## src/rtl/fbs_pkg.sv

```systemverilog
package fbs_pkg;

    localparam int LW_W  = 12;   // width of a per-line word count
    localparam int ROW_W = 10;   // width of a line index

    typedef enum logic [1:0] {
        ST_IDLE  = 2'd0,
        ST_LOAD  = 2'd1,
        ST_ISSUE = 2'd2
    } st_e;

    typedef enum logic [1:0] {
        PL_Y = 2'd0,
        PL_U = 2'd1,
        PL_V = 2'd2
    } plane_e;

    typedef struct packed {
        logic [LW_W-1:0]  y_words;
        logic [LW_W-1:0]  c_words;
        logic [LW_W+1:0]  y_pitch;
        logic [LW_W+1:0]  c_pitch;
        logic [ROW_W-1:0] rows;
        logic             planar;
    } geom_t;

endpackage

```

## src/rtl/fbs_geom.sv

```systemverilog
module fbs_geom
    import fbs_pkg::*;
(
    input  logic [2:0] mode,
    input  logic [1:0] fmt,
    output geom_t      geom
);

    logic [ROW_W-1:0] width;
    logic [ROW_W-1:0] rows;
    logic [1:0]       shift;
    logic [LW_W-1:0]  line_bytes;
    logic [LW_W-1:0]  y_words;
    logic [LW_W-1:0]  c_words;
    logic             planar;

    always_comb begin
        case (mode)
            3'd1:    begin width = 10'd352; rows = 10'd288; end
            3'd2:    begin width = 10'd640; rows = 10'd480; end
            3'd3:    begin width = 10'd720; rows = 10'd480; end
            3'd4:    begin width = 10'd720; rows = 10'd576; end
            default: begin width = 10'd352; rows = 10'd240; end
        endcase

        case (fmt)
            2'd0:    shift = 2'd1;
            2'd2:    shift = 2'd0;
            default: shift = 2'd2;
        endcase

        planar     = (fmt == 2'd2);
        line_bytes = LW_W'(width) << shift;
        y_words    = line_bytes >> 2;
        c_words    = planar ? LW_W'(width >> 3) : '0;

        geom.y_words = y_words;
        geom.c_words = c_words;
        geom.y_pitch = {y_words, 2'b00};
        geom.c_pitch = {c_words, 2'b00};
        geom.rows    = rows;
        geom.planar  = planar;
    end

endmodule

```

## src/rtl/fbs_retry.sv

```systemverilog
module fbs_retry #(
    parameter int RETRY_MAX = 16,
    localparam int CNT_W = $clog2(RETRY_MAX + 1)
) (
    input  logic clk,
    input  logic rst_n,
    input  logic clr,
    input  logic refuse,
    output logic exhausted
);

    logic [CNT_W-1:0] cnt;

    assign exhausted = refuse && (cnt == CNT_W'(RETRY_MAX));

    always_ff @(posedge clk) begin
        if (!rst_n) begin
            cnt <= '0;
        end else if (clr) begin
            cnt <= '0;
        end else if (refuse) begin
            cnt <= exhausted ? '0 : cnt + 1'b1;
        end
    end

    AST_RETRY_BOUND: assert property (@(posedge clk) disable iff (!rst_n)
        cnt <= CNT_W'(RETRY_MAX));

    AST_RETRY_CLEARED: assert property (@(posedge clk) disable iff (!rst_n)
        clr |=> (cnt == '0));

endmodule

```

## src/rtl/fb_scan_agen.sv

```systemverilog
module fb_scan_agen
    import fbs_pkg::*;
#(
    parameter int ADDR_W      = 32,
    parameter int BURST_WORDS = 32,
    parameter int RETRY_MAX   = 16,
    localparam int LEN_W = $clog2(BURST_WORDS + 1)
) (
    input  logic              clk,
    input  logic              rst_n,
    input  logic              frame_start,
    input  logic [ADDR_W-1:0] base_y,
    input  logic [ADDR_W-1:0] base_u,
    input  logic [ADDR_W-1:0] base_v,
    input  logic [2:0]        res_mode,
    input  logic [1:0]        pix_fmt,
    input  logic              req_ready,
    input  logic              req_refuse,
    output logic              req_valid,
    output logic [ADDR_W-1:0] req_addr,
    output logic [LEN_W-1:0]  req_len,
    output logic              retry_err
);

    localparam int NPLANE = 3;

    st_e              state, state_n;
    plane_e           plane;
    logic [2:0]       mode_q;
    logic [1:0]       fmt_q;
    geom_t            g_comb, g_q;
    logic [ROW_W-1:0] row;
    logic [LW_W-1:0]  off;

    logic [LW_W-1:0]   cur_words, remain;
    logic [LEN_W-1:0]  len;
    logic [ADDR_W-1:0] cur_ptr;
    logic accept, refuse_eff, exhausted, step;
    logic line_end, row_inc, last_row, chroma_next, frame_end;

    fbs_geom u_geom (
        .mode (mode_q),
        .fmt  (fmt_q),
        .geom (g_comb)
    );

    fbs_retry #(.RETRY_MAX(RETRY_MAX)) u_retry (
        .clk       (clk),
        .rst_n     (rst_n),
        .clr       (accept | frame_start),
        .refuse    (refuse_eff),
        .exhausted (exhausted)
    );

    // burst sizing and walk decisions
    always_comb begin
        cur_words   = (plane == PL_Y) ? g_q.y_words : g_q.c_words;
        remain      = cur_words - off;
        len         = (remain >= LW_W'(BURST_WORDS)) ? LEN_W'(BURST_WORDS) : LEN_W'(remain);
        accept      = (state == ST_ISSUE) && req_ready && !frame_start;
        refuse_eff  = (state == ST_ISSUE) && req_refuse && !req_ready && !frame_start;
        step        = accept || exhausted;
        line_end    = step && ((off + LW_W'(len)) >= cur_words);
        last_row    = (row == g_q.rows - 10'd1);
        chroma_next = g_q.planar && !row[0];
        row_inc     = line_end && (((plane == PL_Y) && !chroma_next) || (plane == PL_V));
        frame_end   = row_inc && last_row;
    end

    // per-plane active line pointers, loaded from the staged bases at frame start
    for (genvar p = 0; p < NPLANE; p++) begin : g_plane
        logic [ADDR_W-1:0] ptr_q;
        logic [ADDR_W-1:0] base_in;
        logic [ADDR_W-1:0] pitch;
        logic              adv;

        assign base_in = (p == 0) ? base_y : ((p == 1) ? base_u : base_v);
        assign pitch   = (p == 0) ? ADDR_W'(g_q.y_pitch) : ADDR_W'(g_q.c_pitch);
        assign adv     = (p == 0) ? row_inc : (line_end && (plane == PL_V));

        always_ff @(posedge clk) begin
            if (!rst_n) begin
                ptr_q <= '0;
            end else if (frame_start) begin
                ptr_q <= base_in & ~ADDR_W'(3);
            end else if (adv) begin
                ptr_q <= ptr_q + pitch;
            end
        end
    end

    always_comb begin
        unique case (plane)
            PL_U:    cur_ptr = g_plane[1].ptr_q;
            PL_V:    cur_ptr = g_plane[2].ptr_q;
            default: cur_ptr = g_plane[0].ptr_q;
        endcase
    end

    // state register
    always_ff @(posedge clk) begin
        if (!rst_n) state <= ST_IDLE;
        else        state <= state_n;
    end

    // next state
    always_comb begin
        state_n = state;
        if (frame_start) begin
            state_n = ST_LOAD;
        end else begin
            unique case (state)
                ST_IDLE:  state_n = ST_IDLE;
                ST_LOAD:  state_n = ST_ISSUE;
                ST_ISSUE: if (frame_end) state_n = ST_IDLE;
                default:  state_n = ST_IDLE;
            endcase
        end
    end

    // outputs
    always_comb begin
        req_valid = (state == ST_ISSUE);
        req_addr  = cur_ptr + ADDR_W'({off, 2'b00});
        req_len   = len;
    end

    // walk position, sampled settings, error flag
    always_ff @(posedge clk) begin
        if (!rst_n) begin
            mode_q    <= '0;
            fmt_q     <= '0;
            g_q       <= '0;
            row       <= '0;
            off       <= '0;
            plane     <= PL_Y;
            retry_err <= 1'b0;
        end else if (frame_start) begin
            mode_q    <= res_mode;
            fmt_q     <= pix_fmt;
            row       <= '0;
            off       <= '0;
            plane     <= PL_Y;
            retry_err <= 1'b0;
        end else begin
            if (state == ST_LOAD) g_q <= g_comb;
            if (exhausted) retry_err <= 1'b1;
            if (step) begin
                if (!line_end) begin
                    off <= off + LW_W'(len);
                end else begin
                    off <= '0;
                    unique case (plane)
                        PL_Y: begin
                            if (chroma_next) plane <= PL_U;
                            else             row   <= row + 1'b1;
                        end
                        PL_U: plane <= PL_V;
                        PL_V: begin
                            plane <= PL_Y;
                            row   <= row + 1'b1;
                        end
                        default: plane <= PL_Y;
                    endcase
                end
            end
        end
    end

    AST_LEN_RANGE: assert property (@(posedge clk) disable iff (!rst_n)
        req_valid |-> (req_len != '0) && (req_len <= LEN_W'(BURST_WORDS)));

    AST_ADDR_ALIGNED: assert property (@(posedge clk) disable iff (!rst_n)
        req_valid |-> (req_addr[1:0] == 2'b00));

    AST_HOLD_UNTIL_TAKEN: assert property (@(posedge clk) disable iff (!rst_n)
        (req_valid && !req_ready && !exhausted && !frame_start)
        |=> (req_valid && $stable(req_addr) && $stable(req_len)));

    AST_ERR_ON_SKIP: assert property (@(posedge clk) disable iff (!rst_n)
        (exhausted && !frame_start) |=> retry_err);

    AST_LOAD_GAP: assert property (@(posedge clk) disable iff (!rst_n)
        frame_start |=> !req_valid);

    AST_ERR_CLEARED: assert property (@(posedge clk) disable iff (!rst_n)
        frame_start |=> !retry_err);

endmodule

```

## config.mk

```make
export PLATFORM = sky130hd
export DESIGN_NAME = fb_scan_agen
export DESIGN_NICKNAME = d
export VERILOG_FILES = /design/src/rtl/fbs_pkg.sv /design/src/rtl/fbs_geom.sv /design/src/rtl/fbs_retry.sv /design/src/rtl/fb_scan_agen.sv
export SDC_FILE = /design/constraint.sdc
export NUM_CORES = 1
export LEC_CHECK = 0
export BUFFER_PORTS_ARGS = -buffer_cell sky130_fd_sc_hd__buf_2
export CAP_MARGIN = 15
export CORE_AREA = 2 2 180 138
export CTS_CLUSTER_SIZE = 10
export DETAILED_ROUTE_END_ITERATION = 8
export DIE_AREA = 0 0 182 140
export REMOVE_ABC_BUFFERS = 1
export SYNTH_ARGS = -nofsm -noshare
export SYNTH_HDL_FRONTEND = slang
export SYNTH_SLANG_ARGS = --single-unit
```

## constraint.sdc

```tcl
create_clock -name clk -period 16.4 [get_ports clk]
set_input_delay 0.82 -clock clk [delete_from_list [all_inputs] [get_ports clk]]
set_output_delay 0.82 -clock clk [all_outputs]
set_load 0.01 [all_outputs]
```

---- Word level (Yosys, flattened, before mapping) ----
Cells that the tools add are included.
storage, ports and cells
  register bits ........................... 166
  output and inout port bits .............. 40
  word-level logic and storage cells ...... 101
cells by class
  add/sub/neg operators ................... 9
  order comparisons ....................... 2
  equality and inequality tests ........... 15
  shift operators ......................... 1
  mux-type cells .......................... 22
  bitwise logic cells ..................... 3
  reductions and logical operators ........ 30
operators by type and width
  operator                 count
  $mux W32                 6
  $add A32 B14 Y32         3
  $pmux W32 S2             1
  $pmux W10 S2             2
  $add A32 B12 Y32         1
  $pmux W10 S3             1
  $mux W12                 2
  $add A12 B6 Y12          1
  $ge A12 B12 Y1           1
  $ge A12 B6 Y1 const B    1
  $logic_and A1 B1 Y1      12
  $pmux W2 S2              3
  $shl A10 B2 Y12          1
  $sub A12 B12 Y12         1
  $add A10 B1 Y10 const B  1
  $eq A10 B10 Y1           1
  $mux W10                 1
  $sub A10 B1 Y10 const B  1
  $reduce_or A2 Y1         4
  $mux W7                  1
  $eq A2 B2 Y1 const B     3
  $eq A3 B2 Y1 const B     2
  $mux W6                  1
  $reduce_bool A2 Y1       3
  19 further kinds         28

---- Logic depth before layout (Yosys ltp) ----
Gate-level depths: netlist (run 1).
  depth in word-level cells ............... 13
  gate-level depth with buffers ........... 34

---- Modules after synthesis ----
Synthesis (run 1) repeated with hierarchy kept, for this count alone.
second synthesis, totals
  cells, all modules ...................... 1771
  area, all modules ....................... 13711.9 µm²
modules (own cells, without submodules)
  module        instances  cells an instance  area each (µm²)
  fb_scan_agen  1          1646               12809.8
  fbs_geom      1          96                 636.9
  fbs_retry     1          29                 265.3

---- Worst setup path after synthesis (run 1) ----
No wires, ideal clock.
  path type ............................... reg-to-reg
  start ................................... register plane[0]
  end ..................................... register g_plane[1].ptr_q[15]
  setup time .............................. 131 ps
  arrival ................................. 7102 ps
  data required time ...................... 16269 ps
  setup slack ............................. 9167 ps
  cell stages (with the launch flop) ...... 34
  buffers on the path ..................... 3
  clock period less this slack ............ 7233 ps
  cell sequence ........................... dfxtp_1 -> inv_1 -> ha_1 -> clkbuf_1 -> mux2_2 -> ha_1 -> a21oi_1 -> o21bai_1 -> o211ai_1 -> a21oi_1 -> nand4b_1 -> nor3_1 -> inv_1 -> nor3_1 -> ha_1 -> nor2b_1 -> o31a_1 -> or2_0 -> a21oi_1 -> nor2_1 -> xnor2_1 -> ha_1 -> a211o_1 -> a31oi_1 -> o211a_1 -> o311a_1 -> o2111ai_1 -> or4_1 -> a22oi_2 -> buf_2 -> buf_4 -> nor2_1 -> a211oi_1 -> a311oi_1
between the ends
  longest elaborated chain between the ends .. 10
RTL lines
  what                              line                 text
  start: declaration                fb_scan_agen.sv:28   plane_e plane;
  start signal: assignment          fb_scan_agen.sv:136  plane <= PL_Y;
  start signal: assignment          fb_scan_agen.sv:143  plane <= PL_Y;
  start signal: assignment          fb_scan_agen.sv:155  if (chroma_next) plane <= PL_U;
  $logic_not A2 Y1 (*)              fb_scan_agen.sv:57   cur_words = (plane == PL_Y) ? g_q.y_words : g_q.c_words;
  $mux W12 (*)                      fb_scan_agen.sv:57
  $sub A12 B12 Y12 (*)              fb_scan_agen.sv:58   remain = cur_words - off;
  $ge A12 B6 Y1                     fb_scan_agen.sv:59   len = (remain >= LW_W'(BURST_WORDS)) ? LEN_W'(BURST_WORDS) : LEN_W'(remain);
  $mux W6 (*)                       fb_scan_agen.sv:59
  named net req_len[5]              fb_scan_agen.sv:21   output logic [LEN_W-1:0] req_len,
  $add A12 B6 Y12 (*)               fb_scan_agen.sv:63   line_end = step && ((off + LW_W'(len)) >= cur_words);
  $ge A12 B12 Y1 (*)                fb_scan_agen.sv:63
  $logic_and A1 B1 Y1 (*)           fb_scan_agen.sv:63
  $logic_and A1 B1 Y1 (*)           fb_scan_agen.sv:79   assign adv = (p == 0) ? row_inc : (line_end && (plane == PL_V));
  $reduce_bool A2 Y1 (no line) (*)  n/a
  end signal: assignment            fb_scan_agen.sv:85   ptr_q <= base_in & ~ADDR_W'(3);
  end signal: assignment            fb_scan_agen.sv:87   ptr_q <= ptr_q + pitch;
  end: declaration                  fb_scan_agen.sv:72   logic [ADDR_W-1:0] ptr_q;
Mark *: on every way through the listed nets, which the timed path passes. The rest lies on a longest branch.
A chain may end at the register's enable or synchronous reset.

---- Worst setup path in the final report (run 1) ----
  start ................................... register plane[0]
  end ..................................... register g_plane[0].ptr_q[12]
between the ends
  longest elaborated chain between the ends .. 10
RTL lines
  what                              line                                    text
  $logic_not A2 Y1                  fb_scan_agen.sv:57, fb_scan_agen.sv:66
  $mux W12                          fb_scan_agen.sv:57
  $sub A12 B12 Y12                  fb_scan_agen.sv:58
  $ge A12 B6 Y1                     fb_scan_agen.sv:59
  $mux W6                           fb_scan_agen.sv:59
  $add A12 B6 Y12                   fb_scan_agen.sv:63
  $ge A12 B12 Y1                    fb_scan_agen.sv:63
  $logic_and A1 B1 Y1               fb_scan_agen.sv:63
  $logic_and A1 B1 Y1 (*)           fb_scan_agen.sv:66                      row_inc = line_end && (((plane == PL_Y) && !chroma_next) || (plane == PL_V));
  $reduce_bool A2 Y1 (no line) (*)  n/a
  end signal: assignment            fb_scan_agen.sv:85
  end signal: assignment            fb_scan_agen.sv:87
  end: declaration                  fb_scan_agen.sv:72
Every way passes the cells marked *; elsewhere a longest branch is shown, timed or not.

==> results of run 1 <==
==> sequential cells by signal, indices dropped and copies added (netlist names) <==
name,flops
state,2
g_plane.pitch,12
retry_err,1
u_retry.cnt,5
plane,2
g_q,7
row,10
g_plane.ptr_q,90
mode_q,3
off,12
fmt_q,2
==> synthesized netlist by cell type, types with 21 or more instances <==
cell type                  count  area (sq um)
sky130_fd_sc_hd__nor2_1      102         382.9
sky130_fd_sc_hd__clkbuf_1     56         210.2
sky130_fd_sc_hd__nand3_1      57         285.3
sky130_fd_sc_hd__nand2b_1     23         143.9
sky130_fd_sc_hd__mux2i_1      24         240.2
sky130_fd_sc_hd__nor4_1       21         131.4
sky130_fd_sc_hd__a211oi_1     21         157.7
sky130_fd_sc_hd__inv_1        75         281.5
sky130_fd_sc_hd__o21ai_0     109         545.5
sky130_fd_sc_hd__xnor2_1      92         805.8
sky130_fd_sc_hd__ha_1         65         813.3
sky130_fd_sc_hd__a22oi_1      31         232.7
sky130_fd_sc_hd__nor2b_1      34         212.7
sky130_fd_sc_hd__a21oi_1      96         480.5
sky130_fd_sc_hd__dfxtp_1     146          2923
sky130_fd_sc_hd__nor3_1       55         275.3
sky130_fd_sc_hd__nand2_1     116         435.4
==> metal layers <==
metal	vias to the layer above	wire (microns)	share of wire, %
li1	5081	-	-
met4	0	348	1.1
met1	4798	16340	51
met3	27	1858	5.8
met5	-	0	0
met2	312	13330	42
==> through the flow <==
stage                     hold WS [ns]  setup slack (ns)  power [mW]  instance area (sq um)  instances
after floorplan                 0.4580             7.881      0.4986                  10170       1292
after global placement          0.4311             7.760      0.5586                  11350       1749
after detailed placement        0.4415             7.761      0.5615                  11350       1749
after CTS                       0.4591             7.709       1.000                  12000       1781
after global routing            0.4968             6.825       1.040                  12000       1781
final                           0.4527             7.630      0.9962                  12000       1781
==> logic make-up after synthesis <==
group	Yosys count	share of synthesized area (%)
simple gates	505	24.34
flops	146	27.85
other cells	1	0.03573
buf+inv	153	5.842
mux	27	2.611
compound gates	357	21.33
fa+ha+maj	71	8.894
xor+xnor	109	9.096
==> how the worst min path moves through the flow <==
| stage | startpoint | endpoint | slack, ns | cells after the start |
|---|---|---|---|---|
| after detailed placement | retry_err | retry_err | 0.44 | 2 |
| after CTS | retry_err | retry_err | 0.46 | 2 |
| after floorplan | g_plane[0].pitch[11] | g_plane[0].pitch[11] | 0.46 | 2 |
| after global placement | retry_err | retry_err | 0.43 | 2 |
| after global routing | retry_err | retry_err | 0.50 | 2 |
| final | retry_err | retry_err | 0.45 | 2 |
==> worst max-delay path: cells and delay by family (launching register included) <==
kind | cells | cell delay [ns]
muxes | 1 | 0.42
and+or+nand+nor | 6 | 2.28
adders and majority gates | 4 | 1.33
buffers and inverters | 3 | 0.96
DFF | 1 | 0.34
AOI/OAI and AO/OA | 16 | 3.16
xor gates and xnor gates | 1 | 0.17
==> power groups by stage <==
stage	clock network [mW]	logic [mW]	registers (mW)
2_1_floorplan	0	0.104	0.394
3_3_place_gp	0	0.159	0.400
3_5_place_dp	0	0.161	0.401
4_1_cts	0.445	0.162	0.393
5_1_grt	0.463	0.181	0.396
6_report	0.440	0.163	0.394
==> layout by cell type, fill, tap and decap left out, drive strengths merged, types with 7 or more instances in the layout <==
cell type	synthesis	layout
dfxtp	146	146
a21o	13	13
o21a	10	10
a32oi	9	9
nor4	21	21
nand2b	23	23
nor2	103	103
ha	65	65
xor2	17	17
a211oi	21	21
and2	10	10
a22oi	32	32
or2	7	7
nor2b	34	34
or4	14	14
and3	17	17
nand3	57	57
nand4	14	14
xnor2	92	92
buf	22	151
inv	75	79
a21boi	7	7
a21oi	96	96
mux2i	24	24
o221ai	7	7
nor3	55	55
o21ai	109	109
nand2	116	116
clkbuf	56	17
nand3b	7	7
a31oi	8	8
==> area by class of cell <==
cell class	instances	area, sq um	share of cell area, %
clock buffer	17	425.4	3.545
inverter	75	281.5	2.346
multi-input combinational	1071	6968	58.06
timing repair buffer	151	790.8	6.589
sequential	146	2923	24.36
clock inverter	15	229.0	1.908
tap	306	382.9	3.190
==> impl_metrics.xml, run 1 <==
<?xml version="1.0" encoding="UTF-8"?>
<metrics>
  <group name="critical_path">
    <metric name="worstSetupEndpointType" unit="">flip-flop</metric>
    <metric name="timing.critical_path.slowest_stage_cell" unit="">sky130_fd_sc_hd__nor3_1</metric>
    <metric name="timing.setup.critical_path_class" unit="">flip-flop to flip-flop</metric>
    <metric name="crit_path_start_kind" unit="">flip-flop</metric>
    <metric name="flop_to_flop_setup_slack" unit="ns">7.63</metric>
    <metric name="required_time_at_the_endpoint_of_the_critical_path" unit="ns">16.75</metric>
    <metric name="worstPathMaxFanout" unit="">60</metric>
    <metric name="reg2reg_launch_point" unit="">plane[0]</metric>
    <metric name="worst_ep_arrival_time" unit="ns">9.12</metric>
    <metric name="r2r_cells" unit="">31</metric>
    <metric name="critical_path.reg2reg.endpoint" unit="">g_plane[0].ptr_q[12]</metric>
    <metric name="max_stage_delay" unit="ns">0.69</metric>
    <metric name="worstSetupEndpoint" unit="">g_plane[0].ptr_q[12]</metric>
    <metric name="crit_start" unit="">plane[0]</metric>
    <metric name="critical_path.most_common_cell" unit="">sky130_fd_sc_hd__a21oi_1</metric>
  </group>
  <group name="floorplanning">
    <metric name="fp-row-count" unit="">49</metric>
    <metric name="placeable_core_region" unit="sq um">23670</metric>
    <metric name="die_height" unit="microns">140</metric>
    <metric name="pin_count" unit="">146</metric>
    <metric name="initial_utilization" unit="%">44.35</metric>
    <metric name="die_width" unit="microns">182</metric>
    <metric name="die-area" unit="sq um">25480</metric>
  </group>
  <group name="clock_tree">
    <metric name="inserted_clock_buffers" unit="">17</metric>
    <metric name="ctsRootBufferMaster" unit="">sky130_fd_sc_hd__clkbuf_16</metric>
    <metric name="clock_sinks" unit="">146</metric>
    <metric name="cts_post_setup_buffers_inserted" unit="">0</metric>
    <metric name="clkSlewWorstSetupHoldPaths" unit="ns">0.06</metric>
    <metric name="htree_levels" unit="">4</metric>
    <metric name="cts_tree" unit="">built</metric>
    <metric name="cts-hold-fix-buffers" unit="">0</metric>
    <metric name="clockBufferDepth" unit="">2</metric>
    <metric name="worstSkewPairLatency" unit="ns">0.44</metric>
    <metric name="cts-resized-gates" unit="">0</metric>
  </group>
  <group name="cells_and_area">
    <metric name="num-fill-cells" unit="">2399</metric>
    <metric name="layout-area-overhead-vs-synth" unit="%">14.34</metric>
    <metric name="antenna_cells_inserted" unit="">0</metric>
    <metric name="final_net_count" unit="">1639</metric>
    <metric name="post_route_cells_drive_above_1_share" unit="%">13.69</metric>
    <metric name="post_layout_utilization_of_the_core" unit="%">50.71</metric>
  </group>
  <group name="run">
    <metric name="drv_cap" unit="">0</metric>
  </group>
  <group name="timing">
    <metric name="slew_viol_final" unit="">0</metric>
    <metric name="fmaxAchievable" unit="MHz">114.0</metric>
    <metric name="final.min_clock_period" unit="ns">8.770</metric>
    <metric name="setup-violations-final" unit="">0</metric>
    <metric name="worst-slew-pin-transition" unit="ns">1.084</metric>
    <metric name="post-route-period-util" unit="%">53.47</metric>
    <metric name="finalSetupTns" unit="ns">0</metric>
    <metric name="relSlewSlack" unit="%">27.41</metric>
    <metric name="grt_setup_unrepaired" unit="">false</metric>
    <metric name="final.setup_skew" unit="ns">0.01282</metric>
    <metric name="timing.final.hold_violations" unit="">0</metric>
  </group>
  <group name="place">
    <metric name="portBuffers" unit="">137</metric>
    <metric name="total_half_perimeter_wirelength_after_legalization_and_detailed_placement" unit="mm">23.36</metric>
    <metric name="routabilityCongestion" unit="">0.8536</metric>
  </group>
  <group name="routing">
    <metric name="drt_wl_total" unit="mm">31.88</metric>
    <metric name="drc" unit="">0</metric>
    <metric name="drtAntennaViolNets" unit="">0</metric>
    <metric name="route.detailed.vias_per_inst" unit="">5.737</metric>
    <metric name="drtIter0Drc" unit="">819</metric>
    <metric name="drt-pass1-iter-count" unit="">5</metric>
    <metric name="post_drt_wl_per_cell" unit="microns">17.90</metric>
    <metric name="route.vias.total" unit="">10220</metric>
  </group>
  <group name="power_and_ir_drop">
    <metric name="worst_ir_drop_vdd" unit="mV">0.07690</metric>
    <metric name="power.switching_fraction" unit="%">28.89</metric>
    <metric name="clock_power_share" unit="%">44.1</metric>
    <metric name="leakage" unit="nW">4.614</metric>
    <metric name="power_frac_comb" unit="%">16.4</metric>
    <metric name="seqPwrFrac" unit="%">39.5</metric>
    <metric name="p_switching" unit="mW">0.2878</metric>
    <metric name="power_density" unit="nW/um^2">83.01</metric>
    <metric name="p_int" unit="mW">0.7084</metric>
  </group>
  <group name="global_route">
    <metric name="grt_pass1_vias" unit="">9334</metric>
    <metric name="grt_util_all_layers" unit="%">25.19</metric>
    <metric name="global_route.peak_usage_layer" unit="">met1</metric>
    <metric name="antenna_found_initial" unit="">0</metric>
    <metric name="grt_first_pass_wirelength" unit="mm">51.12</metric>
    <metric name="grt_overflow_total" unit="">0</metric>
    <metric name="grt_start_max_net_pins" unit="">70</metric>
    <metric name="grt_use_met1" unit="%">38.25</metric>
    <metric name="grt.met2_usage" unit="%">36.76</metric>
    <metric name="gr-usage-met3" unit="%">4.654</metric>
  </group>
  <group name="synthesis">
    <metric name="synth_enable_flop_cells" unit="">0</metric>
    <metric name="yosys_most_used_dff" unit="">sky130_fd_sc_hd__dfxtp_1</metric>
    <metric name="mappedNetlistArea" unit="sq um">10500</metric>
    <metric name="ys.warnings.count" unit="">0</metric>
    <metric name="ys_async_sr_fraction" unit="%">0</metric>
    <metric name="yosys_register_bits" unit="">146</metric>
    <metric name="syn-instance-count" unit="">1369</metric>
    <metric name="synth.avg_cell_area" unit="sq um">7.666</metric>
    <metric name="seq_area_frac_synth" unit="%">27.85</metric>
    <metric name="synth.lib_cells_used.distinct" unit="">72</metric>
  </group>
  <group name="hold_path">
    <metric name="hold_path_class" unit="">flip-flop to flip-flop</metric>
  </group>
  <group name="run_status">
    <metric name="result_of_the_run" unit="">completed</metric>
  </group>
</metrics>
Power figures use the tool's default switching activity.
==> inputs of run 2 (changes only) <==
Clock period 16.4 ns to 8.9 ns, I/O delays scaled along.
==> impl_metrics.xml, run 2 (synthesized netlist as in run 1, its figures left out) <==
<?xml version="1.0" encoding="UTF-8"?>
<metrics>
  <group name="clock_tree">
    <metric name="cts-resized-gates" unit="">0</metric>
    <metric name="cts_tree" unit="">built</metric>
    <metric name="ctsRootBufferMaster" unit="">sky130_fd_sc_hd__clkbuf_16</metric>
    <metric name="htree_levels" unit="">4</metric>
    <metric name="cts_post_setup_buffers_inserted" unit="">0</metric>
    <metric name="clkSlewWorstSetupHoldPaths" unit="ns">0.06</metric>
    <metric name="cts-hold-fix-buffers" unit="">0</metric>
    <metric name="inserted_clock_buffers" unit="">17</metric>
    <metric name="worstSkewPairLatency" unit="ns">0.44</metric>
    <metric name="clockBufferDepth" unit="">2</metric>
    <metric name="clock_sinks" unit="">146</metric>
  </group>
  <group name="routing">
    <metric name="drtAntennaViolNets" unit="">0</metric>
    <metric name="drtIter0Drc" unit="">957</metric>
    <metric name="route.vias.total" unit="">10260</metric>
    <metric name="drc" unit="">0</metric>
    <metric name="post_drt_wl_per_cell" unit="microns">17.98</metric>
    <metric name="drt_wl_total" unit="mm">32.15</metric>
    <metric name="route.detailed.vias_per_inst" unit="">5.738</metric>
    <metric name="drt-pass1-iter-count" unit="">5</metric>
  </group>
  <group name="floorplanning">
    <metric name="initial_utilization" unit="%">44.35</metric>
    <metric name="fp-row-count" unit="">49</metric>
    <metric name="die_height" unit="microns">140</metric>
    <metric name="placeable_core_region" unit="sq um">23670</metric>
    <metric name="die_width" unit="microns">182</metric>
    <metric name="pin_count" unit="">146</metric>
    <metric name="die-area" unit="sq um">25480</metric>
  </group>
  <group name="power_and_ir_drop">
    <metric name="worst_ir_drop_vdd" unit="mV">0.1444</metric>
    <metric name="leakage" unit="nW">4.644</metric>
    <metric name="power_density" unit="nW/um^2">152.7</metric>
  </group>
  <group name="critical_path">
    <metric name="worst_ep_arrival_time" unit="ns">8.53</metric>
    <metric name="worstPathMaxFanout" unit="">12</metric>
    <metric name="timing.critical_path.slowest_stage_cell" unit="">sky130_fd_sc_hd__a22oi_2</metric>
    <metric name="max_stage_delay" unit="ns">0.64</metric>
    <metric name="worstSetupEndpointType" unit="">flip-flop</metric>
    <metric name="timing.setup.critical_path_class" unit="">flip-flop to flip-flop</metric>
    <metric name="required_time_at_the_endpoint_of_the_critical_path" unit="ns">9.24</metric>
    <metric name="crit_path_start_kind" unit="">flip-flop</metric>
    <metric name="critical_path.most_common_cell" unit="">sky130_fd_sc_hd__a21oi_1</metric>
  </group>
  <group name="cells_and_area">
    <metric name="flip_flop_count_of_the_largest_register_all_copies_and_words_added" unit="">90</metric>
    <metric name="final_net_count" unit="">1646</metric>
    <metric name="layout-area-overhead-vs-synth" unit="%">14.71</metric>
    <metric name="post_layout_utilization_of_the_core" unit="%">50.87</metric>
    <metric name="most_common_library_cell_in_the_layout_ignoring_fill_and_taps" unit="">sky130_fd_sc_hd__dfxtp_1</metric>
    <metric name="final_cell_mix" unit="">146 x sky130_fd_sc_hd__dfxtp_1, 137 x sky130_fd_sc_hd__buf_2, 116 x sky130_fd_sc_hd__nand2_1, 109 x sky130_fd_sc_hd__o21ai_0, 102 x sky130_fd_sc_hd__nor2_1</metric>
    <metric name="regMostFlops" unit="">g_plane.ptr_q</metric>
    <metric name="fin_cells" unit="">1788</metric>
    <metric name="num-fill-cells" unit="">2363</metric>
    <metric name="post_route_cells_drive_above_1_share" unit="%">13.98</metric>
  </group>
  <group name="timing">
    <metric name="relSlewSlack" unit="%">28.93</metric>
    <metric name="final.min_clock_period" unit="ns">8.184</metric>
    <metric name="final.setup_skew" unit="ns">0.01248</metric>
    <metric name="post-route-period-util" unit="%">91.96</metric>
    <metric name="grt_setup_unrepaired" unit="">false</metric>
    <metric name="finalSetupTns" unit="ns">0</metric>
    <metric name="slew_viol_final" unit="">0</metric>
    <metric name="timing.final.hold_violations" unit="">0</metric>
    <metric name="setup-violations-final" unit="">0</metric>
    <metric name="fmaxAchievable" unit="MHz">122.2</metric>
    <metric name="worst-slew-pin-transition" unit="ns">1.056</metric>
  </group>
  <group name="place">
    <metric name="portBuffers" unit="">137</metric>
    <metric name="total_half_perimeter_wirelength_after_legalization_and_detailed_placement" unit="mm">23.33</metric>
    <metric name="numPlacedInstances" unit="">1756</metric>
    <metric name="routabilityCongestion" unit="">0.8384</metric>
  </group>
  <group name="global_route">
    <metric name="grt_pass1_vias" unit="">9178</metric>
    <metric name="grt_overflow_total" unit="">0</metric>
    <metric name="antenna_found_initial" unit="">1</metric>
    <metric name="grt_util_all_layers" unit="%">25.11</metric>
    <metric name="grt_start_max_net_pins" unit="">77</metric>
    <metric name="grt_first_pass_wirelength" unit="mm">50.49</metric>
  </group>
  <group name="hold_path">
    <metric name="hold_path_class" unit="">input pin to flip-flop</metric>
  </group>
  <group name="run_status">
    <metric name="result_of_the_run" unit="">completed</metric>
  </group>
  <group name="run">
    <metric name="drv_cap" unit="">0</metric>
  </group>
</metrics>
## run 2: layer usage
layer	global-route usage (%)	vias to the layer above	wire length, microns
met2	35.88	325	13340
met5	0	-	0
met3	4.758	26	2225
li1	-	5095	-
met1	38.18	4814	16160
met4	6.706	0	432
## run 2: path summary, 6_finish.rpt
path / startpoint / end / slack (ns) / cells past startpoint
max: plane[0] / off[1] / 0.72 / 32
min: base_y[19] / g_plane[0].ptr_q[19] / 0.21 / 3
max reg2reg: plane[0] / off[1] / 0.72 / 32
min reg2reg: retry_err / retry_err / 0.46 / 2
## run 2: area by class of cell
cell class | count | area, sq um | share of cell area (%)
inverter | 75 | 281.5 | 2.338
antenna | 1 | 2.502 | 0.02079
tap | 306 | 382.9 | 3.180
timing repair buffer | 158 | 843.3 | 7.005
clock inverter | 13 | 209.0 | 1.736
clock buffer | 18 | 429.2 | 3.565
sequential | 146 | 2923 | 24.28
multi-input combinational | 1071 | 6968 | 57.88
## run 2: report_power, final
| part | leakage (nW) | total [mW] | internal [mW] | switching (mW) |
|---|---|---|---|---|
| Sequential | 1.20 | 0.726 | 0.687 | 0.0389 |
| Combinational | 3.13 | 0.315 | 0.129 | 0.186 |
| Clock | 0.314 | 0.798 | 0.497 | 0.301 |
| Total | 4.64 | 1.84 | 1.31 | 0.526 |
## run 2: critical path: cells and delay by family (launching register included)
kind | cells | cell delay (ns)
flops | 1 | 0.34
buf+inv | 4 | 0.66
simple gates | 7 | 1.51
fa+ha+maj | 4 | 1.33
compound gates | 15 | 3.64
mux | 1 | 0.42
xor+xnor | 1 | 0.17
## run 2: through the flow
stage | power [mW] | hold WS [ns] | cell area [sq um] | worst slack [ns]
after detailed placement | 1.049 | 0.4430 | 11400 | 0.9175
after global placement | 1.046 | 0.4317 | 11400 | 0.9651
after CTS | 1.845 | 0.1920 | 12040 | 0.8593
final | 1.839 | 0.2053 | 12040 | 0.7155
after global routing | 1.914 | 0.1971 | 12040 | 0.07446
after floorplan | 0.9187 | 0.4580 | 10170 | 0.3812
